[config.mk]
export PLATFORM = sky130hd
export DESIGN_NAME = wf_array
export DESIGN_NICKNAME = d
export VERILOG_FILES = /design/src/rtl/wf_pkg.sv /design/src/rtl/wf_prog_issue.sv /design/src/rtl/wf_west_join.sv /design/src/rtl/wf_pe.sv /design/src/rtl/wf_array.sv
export SDC_FILE = /design/constraint.sdc
export NUM_CORES = 2
export LEC_CHECK = 0
export BUFFER_PORTS_ARGS = -buffer_cell sky130_fd_sc_hd__buf_2
export CAP_MARGIN = 20
export CORE_MARGIN = 3
export CORE_UTILIZATION = 60
export CTS_CLUSTER_DIAMETER = 150
export DETAILED_ROUTE_END_ITERATION = 7
export HOLD_SLACK_MARGIN = 0.05
export PLACE_DENSITY = 0.87
export RECOVER_POWER = 100
export SYNTH_ARGS = -nofsm -noshare
export SYNTH_HDL_FRONTEND = slang
export SYNTH_SLANG_ARGS = --single-unit
[constraint.sdc]
create_clock -name clk -period 10.22 [get_ports clk]
set_clock_uncertainty 0.15 [all_clocks]
set_input_delay 2.555 -clock clk [delete_from_list [all_inputs] [get_ports clk]]
set_output_delay 2.555 -clock clk [all_outputs]
set_load 0.05 [all_outputs]
[src/rtl/wf_pkg.sv]
package wf_pkg;

    localparam int unsigned WF_DW       = 8;
    localparam int unsigned WF_SW       = 24;
    localparam int unsigned WF_LAT_BITS = 2;
    localparam int unsigned WF_OP_MOD   = 4;

    typedef enum logic [1:0] {
        OP_MAC  = 2'd0,
        OP_CLR  = 2'd1,
        OP_PASS = 2'd2
    } wf_op_e;

    typedef logic [WF_DW-1:0] wf_word_t;
    typedef logic [WF_SW-1:0] wf_sum_t;

    // token travelling eastwards along a row
    typedef struct packed {
        wf_op_e   op;
        wf_word_t a;
        wf_sum_t  sum;
    } wf_htok_t;

    // operands held by the execute stage
    typedef struct packed {
        wf_op_e   op;
        wf_word_t a;
        wf_word_t b;
        wf_sum_t  sum;
    } wf_exec_t;

    function automatic wf_op_e prog_op(input int unsigned slot);
        case (slot % WF_OP_MOD)
            0:       return OP_CLR;
            3:       return OP_PASS;
            default: return OP_MAC;
        endcase
    endfunction

    function automatic logic [WF_LAT_BITS:0] exec_cycles(input wf_word_t a);
        return {1'b0, a[WF_LAT_BITS-1:0]} + 1'b1;
    endfunction

    function automatic wf_sum_t step_acc(input wf_op_e op, input wf_sum_t acc,
                                         input wf_word_t a, input wf_word_t b);
        wf_sum_t prod;
        prod = wf_sum_t'(a) * wf_sum_t'(b);
        case (op)
            OP_CLR:  return prod;
            OP_MAC:  return acc + prod;
            default: return acc;
        endcase
    endfunction

endpackage

[src/rtl/wf_prog_issue.sv]
module wf_prog_issue
    import wf_pkg::*;
#(
    parameter int unsigned ROWS     = 3,
    parameter int unsigned PROG_LEN = 8
) (
    input  logic            clk,
    input  logic            rst,
    output logic [ROWS-1:0] valid_o,
    output wf_op_e          op_o,
    input  logic [ROWS-1:0] ready_i
);

    localparam int unsigned PC_W = (PROG_LEN > 1) ? $clog2(PROG_LEN) : 1;

    wf_op_e          rom [PROG_LEN];
    logic [PC_W-1:0] pc_q;
    logic [ROWS-1:0] full_q;
    logic [ROWS-1:0] take;
    logic [ROWS-1:0] row_free;
    wf_op_e          op_q;
    logic            issue;

    always_comb begin
        for (int i = 0; i < int'(PROG_LEN); i++) begin
            rom[i] = prog_op(i);
        end
    end

    // a row slot is free when empty or being emptied this cycle
    assign take     = full_q & ready_i;
    assign row_free = ~full_q | take;
    assign issue    = &row_free;

    always_ff @(posedge clk) begin
        if (rst) begin
            pc_q   <= '0;
            full_q <= '0;
            op_q   <= OP_MAC;
        end else if (issue) begin
            full_q <= '1;
            op_q   <= rom[pc_q];
            pc_q   <= (pc_q == PC_W'(PROG_LEN - 1)) ? '0 : pc_q + 1'b1;
        end else begin
            full_q <= full_q & ~take;
        end
    end

    assign valid_o = full_q;
    assign op_o    = op_q;

endmodule

[src/rtl/wf_west_join.sv]
module wf_west_join
    import wf_pkg::*;
(
    input  logic     a_valid_i,
    input  wf_word_t a_data_i,
    output logic     a_ready_o,
    input  logic     op_valid_i,
    input  wf_op_e   op_i,
    output logic     op_ready_o,
    output logic     valid_o,
    output wf_htok_t data_o,
    input  logic     ready_i
);

    // both streams advance together or not at all
    assign valid_o    = a_valid_i & op_valid_i;
    assign a_ready_o  = ready_i & op_valid_i;
    assign op_ready_o = ready_i & a_valid_i;
    assign data_o     = '{op: op_i, a: a_data_i, sum: '0};

endmodule

[src/rtl/wf_pe.sv]
module wf_pe
    import wf_pkg::*;
(
    input  logic                   clk,
    input  logic                   rst,
    input  logic                   h_valid_i,
    input  wf_htok_t               h_data_i,
    output logic                   h_ready_o,
    input  logic                   v_valid_i,
    input  wf_word_t               v_data_i,
    output logic                   v_ready_o,
    output logic                   h_valid_o,
    output wf_htok_t               h_data_o,
    input  logic                   h_ready_i,
    output logic                   v_valid_o,
    output wf_word_t               v_data_o,
    input  logic                   v_ready_i,
    output logic                   fire_o,
    output logic                   done_o,
    output logic [WF_LAT_BITS:0]   lat_o
);

    wf_htok_t               hin_q;
    logic                   hin_full;
    wf_word_t               vin_q;
    logic                   vin_full;
    wf_exec_t               ex_q;
    logic                   ex_busy;
    logic [WF_LAT_BITS-1:0] ex_cnt;
    wf_sum_t                acc_q;
    wf_sum_t                acc_next;
    wf_htok_t               hout_q;
    logic                   hout_full;
    wf_word_t               vout_q;
    logic                   vout_full;
    logic                   fire;
    logic                   done;

    assign fire     = hin_full & vin_full & ~ex_busy & ~hout_full & ~vout_full;
    assign done     = ex_busy & (ex_cnt == '0);
    assign acc_next = step_acc(ex_q.op, acc_q, ex_q.a, ex_q.b);

    // a buffer consumed this cycle may be refilled on the same edge
    assign h_ready_o = ~hin_full | fire;
    assign v_ready_o = ~vin_full | fire;

    always_ff @(posedge clk) begin
        if (rst) begin
            hin_q     <= '0;
            hin_full  <= 1'b0;
            vin_q     <= '0;
            vin_full  <= 1'b0;
        end else begin
            if (h_valid_i && h_ready_o) begin
                hin_q    <= h_data_i;
                hin_full <= 1'b1;
            end else if (fire) begin
                hin_full <= 1'b0;
            end
            if (v_valid_i && v_ready_o) begin
                vin_q    <= v_data_i;
                vin_full <= 1'b1;
            end else if (fire) begin
                vin_full <= 1'b0;
            end
        end
    end

    always_ff @(posedge clk) begin
        if (rst) begin
            ex_q    <= '0;
            ex_busy <= 1'b0;
            ex_cnt  <= '0;
        end else if (fire) begin
            ex_busy <= 1'b1;
            ex_cnt  <= hin_q.a[WF_LAT_BITS-1:0];
            ex_q    <= '{op: hin_q.op, a: hin_q.a, b: vin_q, sum: hin_q.sum};
        end else if (done) begin
            ex_busy <= 1'b0;
        end else if (ex_busy) begin
            ex_cnt  <= ex_cnt - 1'b1;
        end
    end

    always_ff @(posedge clk) begin
        if (rst) begin
            acc_q     <= '0;
            hout_q    <= '0;
            hout_full <= 1'b0;
            vout_q    <= '0;
            vout_full <= 1'b0;
        end else if (done) begin
            acc_q     <= acc_next;
            hout_q    <= '{op: ex_q.op, a: ex_q.a, sum: ex_q.sum + acc_next};
            hout_full <= 1'b1;
            vout_q    <= ex_q.b;
            vout_full <= 1'b1;
        end else begin
            if (h_ready_i) hout_full <= 1'b0;
            if (v_ready_i) vout_full <= 1'b0;
        end
    end

    assign h_valid_o = hout_full;
    assign h_data_o  = hout_q;
    assign v_valid_o = vout_full;
    assign v_data_o  = vout_q;
    assign fire_o    = fire;
    assign done_o    = done;
    assign lat_o     = exec_cycles(hin_q.a);

endmodule

[src/rtl/wf_array.sv]
module wf_array
    import wf_pkg::*;
#(
    parameter int unsigned ROWS     = 3,
    parameter int unsigned COLS     = 3,
    parameter int unsigned PROG_LEN = 8
) (
    input  logic                  clk,
    input  logic                  rst,
    input  logic [ROWS-1:0]       west_valid,
    input  logic [ROWS*WF_DW-1:0] west_data,
    output logic [ROWS-1:0]       west_ready,
    input  logic [COLS-1:0]       north_valid,
    input  logic [COLS*WF_DW-1:0] north_data,
    output logic [COLS-1:0]       north_ready,
    output logic [ROWS-1:0]       east_valid,
    output logic [ROWS*2-1:0]     east_op,
    output logic [ROWS*WF_DW-1:0] east_a,
    output logic [ROWS*WF_SW-1:0] east_sum,
    input  logic [ROWS-1:0]       east_ready,
    output logic [COLS-1:0]       south_valid,
    output logic [COLS*WF_DW-1:0] south_data,
    input  logic [COLS-1:0]       south_ready
);

    localparam int unsigned NPE   = ROWS * COLS;
    localparam int unsigned LAT_W = WF_LAT_BITS + 1;

    wf_htok_t h_dat [ROWS][COLS+1];
    logic     h_val [ROWS][COLS+1];
    logic     h_rdy [ROWS][COLS+1];
    wf_word_t v_dat [ROWS+1][COLS];
    logic     v_val [ROWS+1][COLS];
    logic     v_rdy [ROWS+1][COLS];

    logic [ROWS-1:0]      ins_valid;
    logic [ROWS-1:0]      ins_ready;
    wf_op_e               ins_op;
    logic [NPE-1:0]       pe_fire;
    logic [NPE-1:0]       pe_done;
    logic [NPE*LAT_W-1:0] pe_lat;

    wf_prog_issue #(
        .ROWS     (ROWS),
        .PROG_LEN (PROG_LEN)
    ) i_issue (
        .clk     (clk),
        .rst     (rst),
        .valid_o (ins_valid),
        .op_o    (ins_op),
        .ready_i (ins_ready)
    );

    for (genvar r = 0; r < ROWS; r++) begin : g_row_edge
        wf_west_join i_join (
            .a_valid_i  (west_valid[r]),
            .a_data_i   (west_data[r*WF_DW +: WF_DW]),
            .a_ready_o  (west_ready[r]),
            .op_valid_i (ins_valid[r]),
            .op_i       (ins_op),
            .op_ready_o (ins_ready[r]),
            .valid_o    (h_val[r][0]),
            .data_o     (h_dat[r][0]),
            .ready_i    (h_rdy[r][0])
        );
        assign east_valid[r]               = h_val[r][COLS];
        assign east_op[r*2 +: 2]           = h_dat[r][COLS].op;
        assign east_a[r*WF_DW +: WF_DW]    = h_dat[r][COLS].a;
        assign east_sum[r*WF_SW +: WF_SW]  = h_dat[r][COLS].sum;
        assign h_rdy[r][COLS]              = east_ready[r];
    end

    for (genvar c = 0; c < COLS; c++) begin : g_col_edge
        assign v_val[0][c]                  = north_valid[c];
        assign v_dat[0][c]                  = north_data[c*WF_DW +: WF_DW];
        assign north_ready[c]               = v_rdy[0][c];
        assign south_valid[c]               = v_val[ROWS][c];
        assign south_data[c*WF_DW +: WF_DW] = v_dat[ROWS][c];
        assign v_rdy[ROWS][c]               = south_ready[c];
    end

    for (genvar r = 0; r < ROWS; r++) begin : g_row
        for (genvar c = 0; c < COLS; c++) begin : g_col
            localparam int unsigned IDX = r * COLS + c;
            wf_pe i_pe (
                .clk       (clk),
                .rst       (rst),
                .h_valid_i (h_val[r][c]),
                .h_data_i  (h_dat[r][c]),
                .h_ready_o (h_rdy[r][c]),
                .v_valid_i (v_val[r][c]),
                .v_data_i  (v_dat[r][c]),
                .v_ready_o (v_rdy[r][c]),
                .h_valid_o (h_val[r][c+1]),
                .h_data_o  (h_dat[r][c+1]),
                .h_ready_i (h_rdy[r][c+1]),
                .v_valid_o (v_val[r+1][c]),
                .v_data_o  (v_dat[r+1][c]),
                .v_ready_i (v_rdy[r+1][c]),
                .fire_o    (pe_fire[IDX]),
                .done_o    (pe_done[IDX]),
                .lat_o     (pe_lat[IDX*LAT_W +: LAT_W])
            );
        end
    end

endmodule

After elaboration in Yosys (flattened, before gate mapping)
Memory sizes are Yosys's and may differ from the RTL's. A register that Yosys moved wholly into a read port is not among the register bits.
Index checks and enable logic that the tools add are counted.
- memories kept: 1
- word-level logic and storage cells: 566
- output and inout bits: 138
- ROM bits: 16
- flip-flop bits (word level): 1203
- memories (memory ; words ; width ; rd ports ; clocked after memory_dff ; write ports ; RTL line ; text):
    (no name shown) ; 8 ; 2 ; 1 ; 1 ; 0 ; wf_prog_issue.sv:42 ; op_q <= rom[pc_q];
- add/subtract/negate cells: 25
- bitwise gates (word level): 123
- eq/ne operators: 19
- $mul: 9
- muxes and demuxes: 119
- reduce and logical (&&, ||, !) cells: 106
- operators with widths (kind ; number):
    24-bit one-hot mux with 2 select lines ; 9
    24-bit by 16-bit adder with 24-bit output ; 9
    24-bit adder ; 6
    8-bit by 8-bit multiplier with 16-bit output ; 9
    2-bit nonzero test ; 57
    1-bit 2-to-1 mux ; 81
    1-bit bitwise AND ; 54
    2-bit 2-to-1 mux ; 27
    1-bit NOT ; 45
    2-bit logical NOT ; 18
    2-bit AND reduction ; 12
    2-bit by 1-bit == test with 1-bit output, second input constant ; 9
    1-bit logical AND ; 18
    2-bit by 1-bit != test with 1-bit output, second input constant ; 9
    1-bit bitwise OR ; 18
    2-bit by 1-bit subtractor with 2-bit output, second input constant ; 9
    3-bit bitwise AND ; 2
    3-bit 2-to-1 mux ; 2
    3-bit NOT ; 2
    3-bit NOT with 4-bit output ; 1
    3-bit by 1-bit adder with 3-bit output, second input constant ; 1
    3-bit == test, second input constant ; 1
    3-bit bitwise OR ; 1
    3-bit AND reduction ; 1

Logic depth before layout (Yosys ltp)
- depth after elaboration: 10
- gate-level depth with buffers: 39
- gate-level depth less buffers: 38

Cells and area by module
From an unflattened synthesis, not the netlist that was laid out.
- cells, all modules: 11814
- area total of the unflattened synthesis: 92777.7 um^2
- by module, submodules not included (module ; cells each ; times used ; area an instance (um^2)):
    wf_pe at g_row[1].g_col[2].i_pe ... ; 1287 ; 3 ; 10241.1
    wf_pe at g_row[0].g_col[1].i_pe ... ; 1313 ; 2 ; 10188.5
    wf_pe at g_row[1].g_col[0].i_pe ; 1306 ; 1 ; 10263.6
    wf_pe at g_row[0].g_col[0].i_pe ; 1302 ; 1 ; 10080.9
    wf_pe at g_row[2].g_col[2].i_pe ; 1283 ; 1 ; 10070.9
    wf_pe at g_row[1].g_col[1].i_pe ; 1273 ; 1 ; 9948.3
    wf_west_join ; 38 ; 3 ; 277.8
    wf_prog_issue ; 40 ; 1 ; 412.9
    wf_array ; 9 ; 1 ; 67.6

Least setup slack after synthesis
Ideal clock, no wire load.
- path type: reg2reg
- start point: register g_row[0].g_col[1].i_pe.ex_q[37] in the netlist's numbering
- end point: register g_row[0].g_col[1].i_pe.hout_q (netlist bit g_row[0].g_col[1].i_pe.h_data_o[23])
- arrival time: 7.485 ns
- library setup time: 0.122 ns
- data required time: 9.948 ns
- setup slack: 2.463 ns
- stages on the path, launching flop included: 35
- cells stage by stage: dfxtp_1 -> clkbuf_1 -> nand2_1 -> fa_1 -> fa_1 -> inv_1 -> fa_1 -> inv_1 -> fa_1 -> inv_1 -> ha_1 -> inv_1 -> o21bai_1 -> a2111oi_0 -> o41a_1 -> xnor2_1 -> ha_1 -> a21oi_1 -> nand2_1 -> a311o_1 -> a31o_1 -> a21o_1 -> mux2i_1 -> o21ai_0 -> ha_1 -> a21oi_1 -> o21ai_0 -> or3_1 -> nor3_4 -> o31a_2 -> o211ai_2 -> a21oi_2 -> xnor2_1 -> and4_1 -> a311o_1
- word-level cells in the longest chain between the ends: 4
- RTL lines (element ; RTL line ; text):
    start, declared ; wf_pe.sv:27 ; wf_exec_t ex_q;
    start signal, assigned ; wf_pe.sv:77 ; ex_q <= '{op: hin_q.op, a: hin_q.a, b: vin_q, sum: hin_q.sum};
    8-bit by 8-bit multiplier with 16-bit output ; wf_pkg.sv:47 ; prod = wf_sum_t'(a) * wf_sum_t'(b);
    24-bit by 16-bit adder with 24-bit output ; wf_pkg.sv:50 ; OP_MAC: return acc + prod;
    24-bit one-hot mux with 2 select lines ; wf_pkg.sv:48 ; case (op)
    named net g_row[0].g_col[1].i_pe.acc_next[16] ; wf_pe.sv:31 ; wf_sum_t acc_next;
    24-bit adder ; wf_pe.sv:94 ; hout_q <= '{op: ex_q.op, a: ex_q.a, sum: ex_q.sum + acc_next};
    end signal, assigned ; wf_pe.sv:94 ;
    end, declared ; wf_pe.sv:32 ; wf_htok_t hout_q;
The timed path passes the listed nets, and every way through them passes these cells.
A chain may end at the register's enable or synchronous reset.

==> summary.txt <==
Run status
  – Status: finished with violations
  – Failing checks: capacitance limit, slew limit

Die
  – Die Y: 364.0 um
  – Ports: 200
  – Row cnt: 130
  – Die X: 364.0 um
  – Starting Density: 60.83%
  – Core area: 126,400 sq um
  – Full die area: 132,500 sq um

Pwr
  – Register share of total power: 47.8%
  – Logic pwr share: 2.4%
  – Clock Power Share: 49.8%
  – Worst vdd ir: 159.2 uV
  – Tot Pwr: 9961 uW
  – P_int: 7684 uW
  – LEAKAGE: 0.03557 uW
  – Switching part of the total: 22.86%
  – Cell Pwr Density: 120.1 nW/um^2
  – P_sw: 2277 uW

Setup path
  – Crit path capture: g_row[1].g_col[0].i_pe.acc_q[16]
  – Critical path cell sequence: clkbuf_1, clkinv_2, clkbuf_2, o21ai_0, nor3b_1, a211o_1
  – CP Launch Type: input port
  – Worst Path Buf+Inv: 3
  – Reg-to-reg endpoint: g_row[0].g_col[1].i_pe.h_data_o[23]
  – CP Class: input port to register
  – Setup crit start: rst
  – Stages on worst setup path: 6
  – Worst reg2reg path depth: 32
  – WP data arrival: 9.76 ns
  – Crit-path leading delay family: buffers and inverters
  – Critical path's largest stage delay: 2.71 ns
  – Critical path peak fanout: 81
  – Worst path slowest cell: clkbuf_1
  – Req. time, crit path: 10.72 ns
  – CP Capture Type: register
  – Worst R2R Start: g_row[0].g_col[1].i_pe.ex_q[27]
  – Worst R2R Setup Slack: 1.37 ns

Detailed routing
  – Final WL: 197.5 mm
  – DR pass1 iterations: 8
  – Residual DRC: 0
  – Via Count: 66,700
  – Detail Route Antenna Nets: 0
  – Violation count after the first detailed-route iteration: 5,931
  – Vias per inst: 5.904
  – Drt wl/cell: 17.48 um

Global route
  – Grt total ovfl: 0
  – First-pass GRT wire length: 321.9 mm
  – Gr usage total: 29.19%
  – Largest net degree at the start of global routing: 215
  – Vias in the first global route: 64,660
  – Initial antenna violation count: 2

Synth
  – Leading post-synthesis cells by cell area: dfxtp_1 (31%), nand2_1 (11%), ha_1 (10%)
  – Register area share after synthesis: 31.38%
  – Post-synth EDFFs: 0
  – Net Count, Synth: 10,710
  – Yosys warns: 0
  – Syn Area/Cell: 7.944 sq um
  – Share of the synthesized area in the top cell type: 31.38%
  – Cell count after synthesis: 9,677
  – Post-Syn Area: 76,880 sq um
  – Distinct cells, synth: 105
  – #FFs+latches synth: 1,205
  – Main synth FF type: dfxtp_1
  – Post-synth ARST share: 0%
  – Synth area leader: dfxtp_1

Layout
  – Filler instances: 9,981
  – Nets@finish: 10,580
  – Most common cell after layout, fill and taps aside: nand2_1
  – Ant. Diodes: 0
  – Design area: 82,950 sq um
  – Synthesis-to-finish area growth: 7.905%
  – Fraction of final layout cells with drive strength greater than 1: 5.089%
  – Final Core Density: 65.64%
  – Most frequent cells in the layout: nand2_1 (2,225), a21oi_1 (1,293), dfxtp_1 (1,205)

Clocking
  – Clock sinks: 1,205
  – CTS Buffer Depth: 3
  – Post-CTS Setup Repair Bufs: 0
  – Reg clk slew, reported paths: 0.06 ns
  – H-tree levels: 4
  – Num CTS Buffers: 130
  – Clk_lat worst skew: 0.78 ns
  – Hold_buf cts: 0
  – CTS tree: done
  – CTS Root Cell: clkbuf_16
  – # resized after CTS: 0

STA
  – Fin. max-slew vios: 764
  – Slew Limit Headroom: -173.2%
  – Fmax: 108.0 MHz
  – Setup violators final: 0
  – Fin crit share: 90.56%
  – Period minus WS final: 9.255 ns
  – Fin. Hold Viols: 0
  – Worst-Margin Slew: 4.098 ns
  – Unrepaired setup endpoints after global routing: no
  – Final setup TNS: 0 ns

Worst hold path
  – Hold Crit Class: register to register

Place
  – GPL Wtd Cong: 0.9350
  – HPWL after DPL: 140.7 mm
  – Area post-placement: 78,440 sq um
  – IO Port Bufs: 199

Run
  – Max-Cap Viols: 9
==> per-layer routing <==
| metal | vias to the layer above | wire, um | track usage (%) | share of wire (%) |
|---|---|---|---|---|
| li1 | 31970 | - | - | - |
| met1 | 31890 | 83770 | 38.22 | 42 |
| met2 | 2397 | 93810 | 48.96 | 47 |
| met3 | 442 | 13120 | 4.135 | 6.6 |
| met4 | 2 | 6783 | 11.03 | 3.4 |
| met5 | - | 13 | 0 | 0.0066 |
==> worst register-to-register path, delay by kind of cell, from the launching register on <==
| kind | cells | cell delay [ns] |
|---|---|---|
| AO/OA/AOI/OAI | 15 | 3.61 |
| AND/OR/NAND/NOR | 5 | 1.09 |
| flip-flops | 1 | 0.43 |
| XOR/XNOR | 2 | 0.34 |
| buffers and inverters | 2 | 0.11 |
| adder cells (fa/ha/maj) | 7 | 2.88 |
| multiplexers | 1 | 0.16 |
==> metrics by stage <==
stage | hold WS [ns] | worst slack [ns] | cells
after global routing | 0.3117 | 0.6159 | 11300
after floorplan | 0.2787 | 2.463 | 9677
after global placement | 0.2873 | 1.811 | 11050
after CTS | 0.2977 | 1.656 | 11290
after detailed placement | 0.2920 | 1.666 | 11050
final | 0.2999 | 0.9647 | 11300
==> worst min path at each step <==
stage | endpoint | slack [ns] | cells after the start | start
global route | g_row[2].g_col[2].i_pe.ex_q[20] | 0.31 | 2 | g_row[2].g_col[2].i_pe.hin_q[20]
floorplan | g_row[1].g_col[2].i_pe.hin_q[23] | 0.28 | 2 | g_row[1].g_col[1].i_pe.h_data_o[23]
CTS | g_row[2].g_col[2].i_pe.ex_q[20] | 0.30 | 2 | g_row[2].g_col[2].i_pe.hin_q[20]
finish | g_row[2].g_col[2].i_pe.h_data_o[4] | 0.30 | 2 | g_row[2].g_col[2].i_pe.h_data_o[4]
global placement | g_row[2].g_col[1].i_pe.ex_q[40] | 0.29 | 2 | g_row[2].g_col[1].i_pe.hin_q[32]
detailed placement | g_row[1].g_col[1].i_pe.hin_q[29] | 0.29 | 2 | g_row[1].g_col[0].i_pe.h_data_o[29]
==> cells in the mapped netlist (46+ instances only) <==
| master | count |
|---|---|
| nand2_1 | 2231 |
| or3_1 | 46 |
| and2_1 | 463 |
| ha_1 | 628 |
| clkbuf_1 | 488 |
| a21o_1 | 122 |
| mux2i_1 | 106 |
| a21oi_1 | 1290 |
| nor2_1 | 476 |
| nor2b_1 | 53 |
| xor2_1 | 136 |
| dfxtp_1 | 1205 |
| and3_1 | 47 |
| nand3_1 | 128 |
| o21ai_0 | 254 |
| mux2_2 | 60 |
| inv_1 | 591 |
| xnor2_1 | 240 |
| nor3_1 | 102 |
| fa_1 | 339 |
| o21bai_1 | 61 |
| a211oi_1 | 61 |
==> cell families (layout without fill, tap and decap cells) <==
group	Yosys count	after routing	synth area share, %
adders and majority gates	967	967	19.05
DFF	1205	1205	31.38
AOI/OAI and AO/OA	2128	2128	16.27
muxes	166	166	2.259
and+or+nand+nor	3712	3712	21.18
xor gates and xnor gates	377	377	4.313
buffers and inverters	1122	1093	5.550
==> power groups by stage <==
| stage | sequential [uW] | clock [uW] | combinational, uW |
|---|---|---|---|
| floorplan | 4850 | 0 | 193 |
| global placement | 4860 | 0 | 233 |
| detailed placement | 4860 | 0 | 239 |
| CTS | 4760 | 5020 | 241 |
| global route | 4760 | 5200 | 266 |
| finish | 4760 | 4960 | 242 |
==> registers in the layout, summed over array words and instances, names as in the netlist, 18 cells and up <==
register / cells
g_row.g_col.i_pe.ex_cnt: 18
g_row.g_col.i_pe.hin_q: 234
g_row.g_col.i_pe.acc_q: 216
g_row.g_col.i_pe.vin_q: 72
g_row.g_col.i_pe.v_data_o: 72
g_row.g_col.i_pe.h_data_o: 234
g_row.g_col.i_pe.ex_q: 306
==> area by class of cell <==
class,count,area [sq um],area share [%]
Clock inverter,61,904.6,1.090
Multi-Input combinational cell,7350,48520,58.49
Tap cell,1650,2064,2.489
Timing Repair Buffer,270,1515,1.827
Inverter,592,2223,2.680
Sequential cell,1205,24120,29.08
Clock buffer,170,3606,4.347
No activity file was read; power rests on OpenSTA's default activity.
